==> src/rtl/wmm_pkg.sv <==
package wmm_pkg;
    parameter int NPROC    = 2;
    parameter int AW       = 4;
    parameter int DW       = 8;
    parameter int SB_DEPTH = 4;
    parameter int IB_DEPTH = 8;

    localparam int MEM_WORDS = 1 << AW;
    localparam int SBCW      = $clog2(SB_DEPTH + 1);
    localparam int IBCW      = $clog2(IB_DEPTH + 1);
    localparam int SLW       = $clog2(IB_DEPTH);
    localparam int NREQ      = 2 * NPROC;

    typedef enum logic [1:0] {
        OP_LOAD   = 2'd0,
        OP_STORE  = 2'd1,
        OP_RECON  = 2'd2,
        OP_COMMIT = 2'd3
    } mop_e;

    typedef struct packed {
        logic [AW-1:0] addr;
        logic [DW-1:0] data;
    } ent_t;

    typedef ent_t [SB_DEPTH-1:0] sb_arr_t;
    typedef ent_t [IB_DEPTH-1:0] ib_arr_t;

    // true when one of the first n queue entries carries address a
    function automatic logic sb_holds(sb_arr_t e, logic [SBCW-1:0] n, logic [AW-1:0] a);
        logic h;
        h = 1'b0;
        for (int i = 0; i < SB_DEPTH; i++)
            if (SBCW'(i) < n && e[i].addr == a) h = 1'b1;
        return h;
    endfunction

    // youngest queue entry carrying address a (later index is younger)
    function automatic ent_t sb_newest(sb_arr_t e, logic [SBCW-1:0] n, logic [AW-1:0] a);
        ent_t r;
        r = '0;
        for (int i = 0; i < SB_DEPTH; i++)
            if (SBCW'(i) < n && e[i].addr == a) r = e[i];
        return r;
    endfunction
endpackage

==> src/rtl/wmm_rr_arb.sv <==
module wmm_rr_arb #(
    parameter int N = 4,
    localparam int PW = (N > 1) ? $clog2(N) : 1
) (
    input  logic         clk,
    input  logic         rst,
    input  logic [N-1:0] req,
    output logic [N-1:0] gnt
);
    logic [PW-1:0] last;
    logic          found;

    always_comb begin
        gnt   = '0;
        found = 1'b0;
        for (int off = 1; off <= N; off++) begin
            if (!found && req[(int'(last) + off) % N]) begin
                gnt[(int'(last) + off) % N] = 1'b1;
                found = 1'b1;
            end
        end
    end

    always_ff @(posedge clk) begin
        if (rst) begin
            last <= PW'(N - 1);
        end else begin
            for (int i = 0; i < N; i++)
                if (gnt[i]) last <= PW'(i);
        end
    end
endmodule

==> src/rtl/wmm_store_fifo.sv <==
module wmm_store_fifo
    import wmm_pkg::*;
#(
    parameter int DEPTH = SB_DEPTH,
    localparam int CW = $clog2(DEPTH + 1)
) (
    input  logic                 clk,
    input  logic                 rst,
    input  logic                 push,
    input  ent_t                 push_ent,
    input  logic                 pop,
    output ent_t [DEPTH-1:0]     ents,
    output logic [CW-1:0]        cnt
);
    // entry 0 is the oldest; push and pop are never granted together
    always_ff @(posedge clk) begin
        if (rst) begin
            ents <= '0;
            cnt  <= '0;
        end else if (push) begin
            for (int i = 0; i < DEPTH; i++)
                if (CW'(i) == cnt) ents[i] <= push_ent;
            cnt <= cnt + 1'b1;
        end else if (pop) begin
            for (int i = 0; i < DEPTH - 1; i++)
                ents[i] <= ents[i+1];
            ents[DEPTH-1] <= '0;
            cnt <= cnt - 1'b1;
        end
    end
endmodule

==> src/rtl/wmm_stale_buf.sv <==
module wmm_stale_buf
    import wmm_pkg::*;
#(
    parameter int DEPTH = IB_DEPTH,
    localparam int CW = $clog2(DEPTH + 1)
) (
    input  logic                 clk,
    input  logic                 rst,
    input  logic                 clr,
    input  logic                 kill_en,
    input  logic [AW-1:0]        kill_addr,
    input  logic [CW-1:0]        kill_lim,
    input  logic                 ins_en,
    input  ent_t                 ins_ent,
    output ent_t [DEPTH-1:0]     ents,
    output logic [CW-1:0]        cnt
);
    ent_t [DEPTH-1:0] nxt;
    logic [CW-1:0]    n;

    // keep surviving entries in age order, packed from slot 0, then append
    always_comb begin
        nxt = '0;
        n   = '0;
        for (int j = 0; j < DEPTH; j++) begin
            if ((CW'(j) < cnt) && !clr &&
                !(kill_en && ents[j].addr == kill_addr && CW'(j) < kill_lim)) begin
                for (int k = 0; k < DEPTH; k++)
                    if (CW'(k) == n) nxt[k] = ents[j];
                n = n + 1'b1;
            end
        end
        if (ins_en) begin
            for (int k = 0; k < DEPTH; k++)
                if (CW'(k) == n) nxt[k] = ins_ent;
            n = n + 1'b1;
        end
    end

    always_ff @(posedge clk) begin
        if (rst) begin
            ents <= '0;
            cnt  <= '0;
        end else begin
            ents <= nxt;
            cnt  <= n;
        end
    end
endmodule

==> src/rtl/wmm_stale_mem.sv <==
module wmm_stale_mem
    import wmm_pkg::*;
(
    input  logic                        clk,
    input  logic                        rst,
    input  logic [NPROC-1:0]            req_valid,
    input  logic [NPROC-1:0][1:0]       req_op,
    input  logic [NPROC-1:0][AW-1:0]    req_addr,
    input  logic [NPROC-1:0][DW-1:0]    req_data,
    input  logic [NPROC-1:0]            req_stale,
    input  logic [NPROC-1:0][SLW-1:0]   req_slot,
    input  logic [NPROC-1:0]            drain_req,
    output logic [NPROC-1:0]            req_grant,
    output logic [NPROC-1:0]            resp_valid,
    output logic [NPROC-1:0][DW-1:0]    resp_data
);
    sb_arr_t                     sb_ents [NPROC];
    logic [NPROC-1:0][SBCW-1:0]  sb_cnt;
    ib_arr_t                     ib_ents [NPROC];
    logic [NPROC-1:0][IBCW-1:0]  ib_cnt;
    logic [DW-1:0]               mem [MEM_WORDS];

    logic [NREQ-1:0]   elig;
    logic [NREQ-1:0]   gnt;
    mop_e              op        [NPROC];
    ent_t              head      [NPROC];
    logic              need_ins  [NPROC][NPROC];
    logic              blocked   [NPROC];
    logic              sb_hit    [NPROC];
    ent_t              sb_fwd    [NPROC];
    logic              slot_ok   [NPROC];
    logic [DW-1:0]     ld_val    [NPROC];
    logic              sb_push   [NPROC];
    logic              sb_pop    [NPROC];
    logic              ib_clr    [NPROC];
    logic              ib_kill   [NPROC];
    logic [IBCW-1:0]   ib_lim    [NPROC];
    logic              ib_ins    [NPROC];
    ent_t              ib_ins_ent[NPROC];

    always_comb begin
        for (int p = 0; p < NPROC; p++) begin
            op[p]   = mop_e'(req_op[p]);
            head[p] = sb_ents[p][0];
        end
        // drain side: who receives the overwritten value, and can they take it
        for (int p = 0; p < NPROC; p++)
            for (int q = 0; q < NPROC; q++)
                need_ins[p][q] = (p != q) && !sb_holds(sb_ents[q], sb_cnt[q], head[p].addr);
        for (int p = 0; p < NPROC; p++) begin
            blocked[p] = 1'b0;
            for (int q = 0; q < NPROC; q++)
                if (need_ins[p][q] && ib_cnt[q] == IBCW'(IB_DEPTH)) blocked[p] = 1'b1;
            elig[NPROC+p] = drain_req[p] && (sb_cnt[p] != '0) && !blocked[p];
            elig[p] = req_valid[p]
                   && !(op[p] == OP_STORE  && sb_cnt[p] == SBCW'(SB_DEPTH))
                   && !(op[p] == OP_COMMIT && sb_cnt[p] != '0);
        end
        // processor side: load value and buffer updates
        for (int p = 0; p < NPROC; p++) begin
            sb_hit[p]  = sb_holds(sb_ents[p], sb_cnt[p], req_addr[p]);
            sb_fwd[p]  = sb_newest(sb_ents[p], sb_cnt[p], req_addr[p]);
            slot_ok[p] = req_stale[p] && (IBCW'(req_slot[p]) < ib_cnt[p])
                      && (ib_ents[p][req_slot[p]].addr == req_addr[p]);
            if (sb_hit[p])       ld_val[p] = sb_fwd[p].data;
            else if (slot_ok[p]) ld_val[p] = ib_ents[p][req_slot[p]].data;
            else                 ld_val[p] = mem[req_addr[p]];
            sb_push[p] = gnt[p] && op[p] == OP_STORE;
            sb_pop[p]  = gnt[NPROC+p];
            ib_clr[p]  = gnt[p] && op[p] == OP_RECON;
            ib_kill[p] = gnt[p] && (op[p] == OP_STORE || (op[p] == OP_LOAD && !sb_hit[p]));
            ib_lim[p]  = (op[p] == OP_LOAD && slot_ok[p]) ? IBCW'(req_slot[p]) : IBCW'(IB_DEPTH);
            ib_ins[p]  = 1'b0;
            ib_ins_ent[p] = '0;
            for (int q = 0; q < NPROC; q++) begin
                if (gnt[NPROC+q] && need_ins[q][p]) begin
                    ib_ins[p]          = 1'b1;
                    ib_ins_ent[p].addr = head[q].addr;
                    ib_ins_ent[p].data = mem[head[q].addr];
                end
            end
        end
    end

    assign req_grant = gnt[NPROC-1:0];

    wmm_rr_arb #(.N(NREQ)) u_arb (
        .clk (clk),
        .rst (rst),
        .req (elig),
        .gnt (gnt)
    );

    for (genvar p = 0; p < NPROC; p++) begin : g_proc
        ent_t push_ent;
        assign push_ent.addr = req_addr[p];
        assign push_ent.data = req_data[p];

        wmm_store_fifo #(.DEPTH(SB_DEPTH)) u_sb (
            .clk      (clk),
            .rst      (rst),
            .push     (sb_push[p]),
            .push_ent (push_ent),
            .pop      (sb_pop[p]),
            .ents     (sb_ents[p]),
            .cnt      (sb_cnt[p])
        );

        wmm_stale_buf #(.DEPTH(IB_DEPTH)) u_ib (
            .clk       (clk),
            .rst       (rst),
            .clr       (ib_clr[p]),
            .kill_en   (ib_kill[p]),
            .kill_addr (req_addr[p]),
            .kill_lim  (ib_lim[p]),
            .ins_en    (ib_ins[p]),
            .ins_ent   (ib_ins_ent[p]),
            .ents      (ib_ents[p]),
            .cnt       (ib_cnt[p])
        );
    end

    always_ff @(posedge clk) begin
        if (rst) begin
            for (int i = 0; i < MEM_WORDS; i++) mem[i] <= '0;
            resp_valid <= '0;
            resp_data  <= '0;
        end else begin
            for (int p = 0; p < NPROC; p++) begin
                resp_valid[p] <= gnt[p] && op[p] == OP_LOAD;
                if (gnt[p] && op[p] == OP_LOAD) resp_data[p] <= ld_val[p];
                if (gnt[NPROC+p]) mem[head[p].addr] <= head[p].data;
            end
        end
    end
endmodule

==> config.mk <==
export PLATFORM = sky130hd
export DESIGN_NAME = wmm_stale_mem
export DESIGN_NICKNAME = d
export VERILOG_FILES = /design/src/rtl/wmm_pkg.sv /design/src/rtl/wmm_rr_arb.sv /design/src/rtl/wmm_store_fifo.sv /design/src/rtl/wmm_stale_buf.sv /design/src/rtl/wmm_stale_mem.sv
export SDC_FILE = /design/constraint.sdc
export NUM_CORES = 2
export LEC_CHECK = 0
export BUFFER_PORTS_ARGS = -buffer_cell sky130_fd_sc_hd__buf_2
export CAP_MARGIN = 20
export CORE_UTILIZATION = 38
export CTS_BUF_LIST = sky130_fd_sc_hd__clkbuf_8
export DETAILED_ROUTE_END_ITERATION = 8
export HOLD_SLACK_MARGIN = 0.06
export SETUP_SLACK_MARGIN = 0.4
export SLEW_MARGIN = 40
export SYNTH_ARGS = -nofsm -noshare
export SYNTH_HDL_FRONTEND = slang
export SYNTH_SLANG_ARGS = --single-unit
==> constraint.sdc <==
create_clock -name clk -period 11.9 [get_ports clk]
set_clock_uncertainty 0.1 [all_clocks]
set_input_delay 2.38 -clock clk [delete_from_list [all_inputs] [get_ports clk]]
set_output_delay 2.38 -clock clk [all_outputs]
set_load 0.005 [all_outputs]
After elaboration in Yosys (flattened, before gate mapping) --
Memory sizes are Yosys's and may differ from the RTL's. A register that Yosys moved wholly into a read port is not among the register bits. Cells that the tools add are included. Widths: inputs -> output; s select.
Storage, ports and cells: bits in registers 322, RAM bits 128, bits of input ports 42, output and inout bits 20, logic and storage cells 773, memories 1
Cells by class: add/sub/neg operators 24, magnitude comparators 52, eq/ne operators 170, muxes and demuxes 268, bitwise operators 7, reductions and logical operators 194
Memories:
- mem | words 16, bits a word 8, read ports 4, clocked after memory_dff 2, wr ports 16, line wmm_stale_mem.sv:21 | logic [DW-1:0] mem [MEM_WORDS];
Operators with widths (number):
- $mux 12 | 142
- $mux 96 | 16
- $eq 3x4->1 const A | 56
- $mux 48 | 4
- $eq 4x4->1 | 34
- $logic_and 1x1->1 | 119
- $eq 2x4->1 const A | 28
- $mux 4 | 28
- $mux 8 | 14
- $bmux 12 s3 | 2
- $logic_not 4->1 | 16
- $lt 3x4->1 const A | 16
- $add 4x1->4 const B | 14
- $eq 1x4->1 const A | 14
- $mux 1 | 48
- $lt 1x4->1 const A | 8
- $lt 2x4->1 const A | 8
- $logic_not 1->1 | 31
- $eq 3x1->1 const A | 8
- $lt 3x4->1 const B | 6
- $ne 2x2->1 const B | 8
- $reduce_and 2->1 | 8
- $reduce_or 8->1 | 2
- $eq 2x3->1 const A | 4
- other kinds (29) | 81

Depth between registers and ports, before layout --
depth in word-level cells 47, gate-level depth with buffers 43, depth with buffers taken out 37

Hierarchy --
From an unflattened synthesis, not the netlist that was laid out.
Second synthesis, totals: cells, all modules 4577, area, all modules 40333.7 um^2
Modules (own cells, without submodules):
- wmm_stale_mem | instances 1, cells an instance 1247, area each 14377.5 um^2, seq. area each 4204.0 um^2
- wmm_stale_buf at g_proc[0].u_ib | instances 1, cells an instance 1393, area each 10405.0 um^2, seq. area each 2001.9 um^2
- wmm_stale_buf at g_proc[1].u_ib | instances 1, cells an instance 1420, area each 10090.9 um^2, seq. area each 2001.9 um^2
- wmm_store_fifo | instances 2, cells an instance 235, area each 2501.1 um^2, seq. area each 1021.0 um^2
- wmm_rr_arb | instances 1, cells an instance 47, area each 457.9 um^2, seq. area each 40.0 um^2

Worst setup path after synthesis --
No wires, ideal clock.
kind input port to flip-flop, start point input req_slot[1] (netlist name), end point register g_proc[0].u_ib.ents[84] (netlist name), library setup time 0.135 ns, data arrival time 9.942 ns, required time 11.665 ns, path slack 1.723 ns, stages on the path 38, path buffers 6, path through buf_2 > buf_4 > mux4_2 > mux2i_1 > xnor2_1 > a221oi_2 > nand2_1 > clkbuf_1 > or3_1 > o32a_1 > a32oi_1 > clkbuf_1 > inv_1 > ha_1 > nor3_1 > or2_1 > buf_6 > inv_2 > [2 not listed] > a311o_1 > o21ai_0 > ha_1 > nor2_1 > a31oi_1 > inv_1 > ha_1 > nor2_1 > nor2_1 > inv_1 > ha_1 > nand2_1 > xnor2_1 > xor2_2 > clkbuf_1 > nand3_1 > nand2_1 > o32ai_1
Between the ends: word-level cells in the longest chain between the ends 28, elaborated cells between the ends (all ways) 79, those cells by class add/sub: 7; order compare: 9; eq/ne: 9; mux: 27; reduce/logical: 27
RTL lines:
- start: declaration | line wmm_stale_mem.sv:11 | input logic [NPROC-1:0][SLW-1:0] req_slot,
- $bmux 12 s3 | line wmm_stale_mem.sv:64 | && (ib_ents[p][req_slot[p]].addr == req_addr[p]);
- $mux 12
- $eq 4x4->1 | line wmm_stale_mem.sv:64
- $logic_and 1x1->1 | line wmm_stale_mem.sv:64
- $logic_and 1x1->1 | line wmm_stale_mem.sv:72 | ib_lim[p] = (op[p] == OP_LOAD && slot_ok[p]) ? IBCW'(req_slot[p]) : IBCW'(IB_DEPTH);
- $mux 4 (*) | line wmm_stale_mem.sv:72
- $lt 1x4->1 | line wmm_stale_buf.sv:27 | !(kill_en && ents[j].addr == kill_addr && CW'(j) < kill_lim)) begin
- $logic_and 1x1->1 | line wmm_stale_buf.sv:27
- [12 not listed]
- $mux 4 / $mux 12 (equally long branches) | line wmm_stale_buf.sv:26, wmm_stale_buf.sv:29
- $add 4x1->4, or another cell as far along | line wmm_stale_buf.sv:30 | n = n + 1'b1;
- $mux 4 / $mux 12 (equally long branches) | line wmm_stale_buf.sv:26, wmm_stale_buf.sv:29
- $add 4x1->4, or another cell as far along | line wmm_stale_buf.sv:30
- $mux 4 / $mux 12 (equally long branches) | line wmm_stale_buf.sv:26, wmm_stale_buf.sv:29
- $eq 3x4->1 / $mux 96 (equally long branches) | line wmm_stale_buf.sv:35, wmm_stale_buf.sv:26
- $mux 12 | line wmm_stale_buf.sv:35 | if (CW'(k) == n) nxt[k] = ins_ent;
- $mux 96 (*) | line wmm_stale_buf.sv:33 | if (ins_en) begin
- end signal: assignment | line wmm_stale_buf.sv:45 | ents <= nxt;
- end: declaration | line wmm_stale_buf.sv:15 | output ent_t [DEPTH-1:0] ents,
Mark *: on every way between the ends. The rest lies on a longest branch, timed or not. The select of a mux whose other input is x is not followed. A chain may end at the register's enable or synchronous reset.

Worst setup path after layout --
start point input req_slot[0] (netlist name), end point register g_proc[0].u_ib.ents[91] (netlist name)
Same word-level chain as after synthesis.

==> results.tsv <==
stage	metric	value	unit
routing	DR vias	38953	
layout	final core utilization	0.413	
floorplanning	Die Ht	322	µm
sta	RSZ-0062 raised after global routing	false	
floorplanning	Die ar.	104000	µm²
synth	syn nets	4807	
floorplanning	# IOs	62	
cts	Root Buffer	clkbuf_8	
cts	Setup Fix Bufs, Post-CTS	0	
grt	initial antenna violation count	9	
synth	largest area contributor in the netlist	dfxtp_1	
status	status	complete, no violations	
job	max-cap viol count	0	
grt	grt ovf	0	
layout	NumNets Final	4548	
sta	Tcrit/Tclk final	0.896	
routing	Final ANT Viol Nets	0	
synth	Mapped Area	39000	µm²
worst_setup_path	startpoint types	input port	
floorplanning	Initial Util	0.383	
synth	Synth top area share	0.169	
sta	Slew @ Worst Pin	916	ps
power	Peak VDD IR	0.121	mV
cts	# clock sinks	458	
sta	fin crit period	10660	ps
routing	Post-Route WL	160000	µm
worst_setup_path	Worst Path Max Fanout	25	
floorplanning	die width	322	µm
worst_setup_path	crit path DAT	11160	ps
grt	first-pass GRT wire length	238000	µm
floorplanning	core area	102000	µm²
sta	Final setup viols	0	
cts	H-tree levels	3	
sta	Slew HR	0.389	
cts	Clk pin slew, worst setup/hold paths	60	ps
synth	EDFF count, synth	128	
layout	P&R area growth vs syn	7.81	%
worst_setup_path	Worst path slowest cell	nor3_2	
grt	gr busiest metal	met2	
synth	register bit count reported by yosys	458	
layout	share of post-route cells with drive strength above 1	0.164	
layout	# fillers	10150	
cts	clock network latency to the later pin of the worst-skew pair	770	ps
synth	Post-synth top flop	dfxtp_1	
worst_setup_path	Critical Path RT	12400	ps
synth	synth top area cells	dfxtp_1 17%, mux4_2 11%, edfxtp_1 9.9%, nand2_1 5.5%, mux2i_1 5.4%	
grt	met2 Use GR	0.449	
cts	CTS-repair resized insts	0	
routing	Starting DRT DRC Count	5588	
layout	most common cell after layout, fill and taps aside	nand2_1	
routing	DR pass1 iterations	7	
grt	gr usage total	0.301	
synth	Ys Warns	0	
worst_setup_path	Setup crit end kind	flop	
routing	Vias per Instance	6.62	
synth	ys async rst share	0	
sta	Hold WS	377	ps
worst_setup_path	most frequent CP cell	ha_1	
cts	Hold Buf Count CTS	0	
hold_path	hold crit path type	reg2reg	
power	power per cell area	152	nW/µm²
synth	Mapped Cells	4697	
sta	Highest Clock Rate	93.8	MHz
grt	vias in the first global route	35767	
placed_design	Port Buf Inserts	61	
cts	CTS tree	built	
floorplanning	# rows	117	
sta	Final Hold Viols	0	
placed_design	GPL Wtd Cong	0.973	
synth	part of the Yosys area used for sequential elements	0.268	
routing	WL/cell	27.3	µm
grt	met3 Use GR	0.0703	
worst_setup_path	Slowest Stage Delay on Critical Path	650	ps
synth	mean post-synth cell area	8.30	µm²
synth	unique cell type count in the Yosys netlist	111	
cts	CTS Buf Count	87	
grt	met1 usage	0.404	
power	Leakage	14.5	nW
layout	most frequent cells in the layout	563 x nand2_1, 536 x nor2_1, 323 x dfxtp_1	
routing	# DRC	0	
grt	pin count of the biggest net entering global routing	94	
sta	setup tns final	0	ps
sta	Slew Limit Fails	0	
cts	CTS Buffer Depth	3	
worst_setup_path	Crit Path Category	in2reg	
placed_design	DPL Wire Length	114000	µm
## worst max-delay path, delay by kind of cell
kind | cells | cell delay [ps]
fa+ha+maj | 5 | 1550
mux | 2 | 750
compound gates | 8 | 2090
simple gates | 12 | 3260
buf+inv | 5 | 980
xor+xnor | 1 | 110
## state kept, by name, summed over array words and instances, names as in the netlist, named ones only
signal / cells
mem: 128
g_proc.u_sb.ents: 96
resp_valid: 2
u_arb.last: 2
g_proc.u_ib.ents: 192
g_proc.u_sb.cnt: 6
resp_data: 16
g_proc.u_ib.cnt: 8
## path summary, 6_finish.rpt
path | start | endpoint | slack [ps] | cells after the start
setup / recovery | req_slot[0] | g_proc[0].u_ib.ents[91]$_SDFF_PP0_ | 1240 | 33
hold / removal | resp_data[15]$_SDFFE_PP0P_ | resp_data[15]$_SDFFE_PP0P_ | 380 | 2
setup reg to reg | g_proc[1].u_sb.ents[10]$_SDFFE_PP0P_ | g_proc[0].u_ib.ents[91]$_SDFF_PP0_ | 1850 | 32
hold reg to reg | resp_data[15]$_SDFFE_PP0P_ | resp_data[15]$_SDFFE_PP0P_ | 380 | 2
## cell families after synthesis
logic type               count (synthesis)  share of synthesized area
AND/OR/NAND/NOR                       1669                      0.192
AO/OA/AOI/OAI                         1227                      0.226
buffers and inverters                  639                     0.0665
multiplexers                           479                      0.189
flip-flops                             458                      0.268
XOR/XNOR                               157                     0.0366
adder cells (fa/ha/maj)                 68                     0.0218
## area by class of cell
| class | instances | area, µm² | share of cell area |
|---|---|---|---|
| Multi-Input combinational cell | 3600 | 26300 | 0.626 |
| Sequential cell | 458 | 10500 | 0.249 |
| Tap cell | 1368 | 1710 | 0.0407 |
| Timing Repair Buffer | 196 | 1370 | 0.0326 |
| Clock buffer | 99 | 1360 | 0.0324 |
| Clock inverter | 62 | 443 | 0.0105 |
| Inverter | 95 | 358 | 0.00851 |
| Antenna cell | 4 | 10.0 | 0.000238 |
## metrics by stage
stage	setup WS [ps]	power (mW)	cell area, µm²	instances
floorplan	1720	3.73	39000	4697
global placement	686	4.61	39900	5708
detailed placement	644	4.64	40100	5716
CTS	1400	6.31	41900	5877
global route	609	6.64	42000	5881
finish	1240	6.38	42000	5882
## where the power goes
part           switching [mW]  internal, mW  leakage [nW]
Combinational            1.67         0.894          9.52
Sequential              0.312          1.82          4.00
Clock                   0.787         0.895          1.03
Total                    2.76          3.61          14.5
## Yosys cell counts (all sizes together), types with 14 or more instances
library cell    n
a211oi        161
a31oi          50
mux2i         210
nor3           85
o32ai          14
nand4          29
a221oi         65
and2           33
o221ai         56
a21oi         263
o41ai          43
a221o          17
ha             68
nand2b         19
o211ai         49
nor4           24
o311ai         26
xor2           59
or3            69
buf           155
and3           60
o21ai         197
mux2           73
a311oi         86
clkbuf        389
nand2         568
mux4          196
nor2          543
nor2b          17
a22oi          29
o31ai          18
dfxtp         330
xnor2          96
o211a          19
inv            94
nand3         183
a211o          39
edfxtp        128
## routing by layer
layer,up-vias,part of all wire,routed length (µm)
met1,18929,0.40,65000
met4,12,0.054,8670
met2,2503,0.43,68700
met5,-,0.00041,65
met3,484,0.11,18000
li1,17025,-,-
Note: power is estimated with default switching activity, not from simulation.
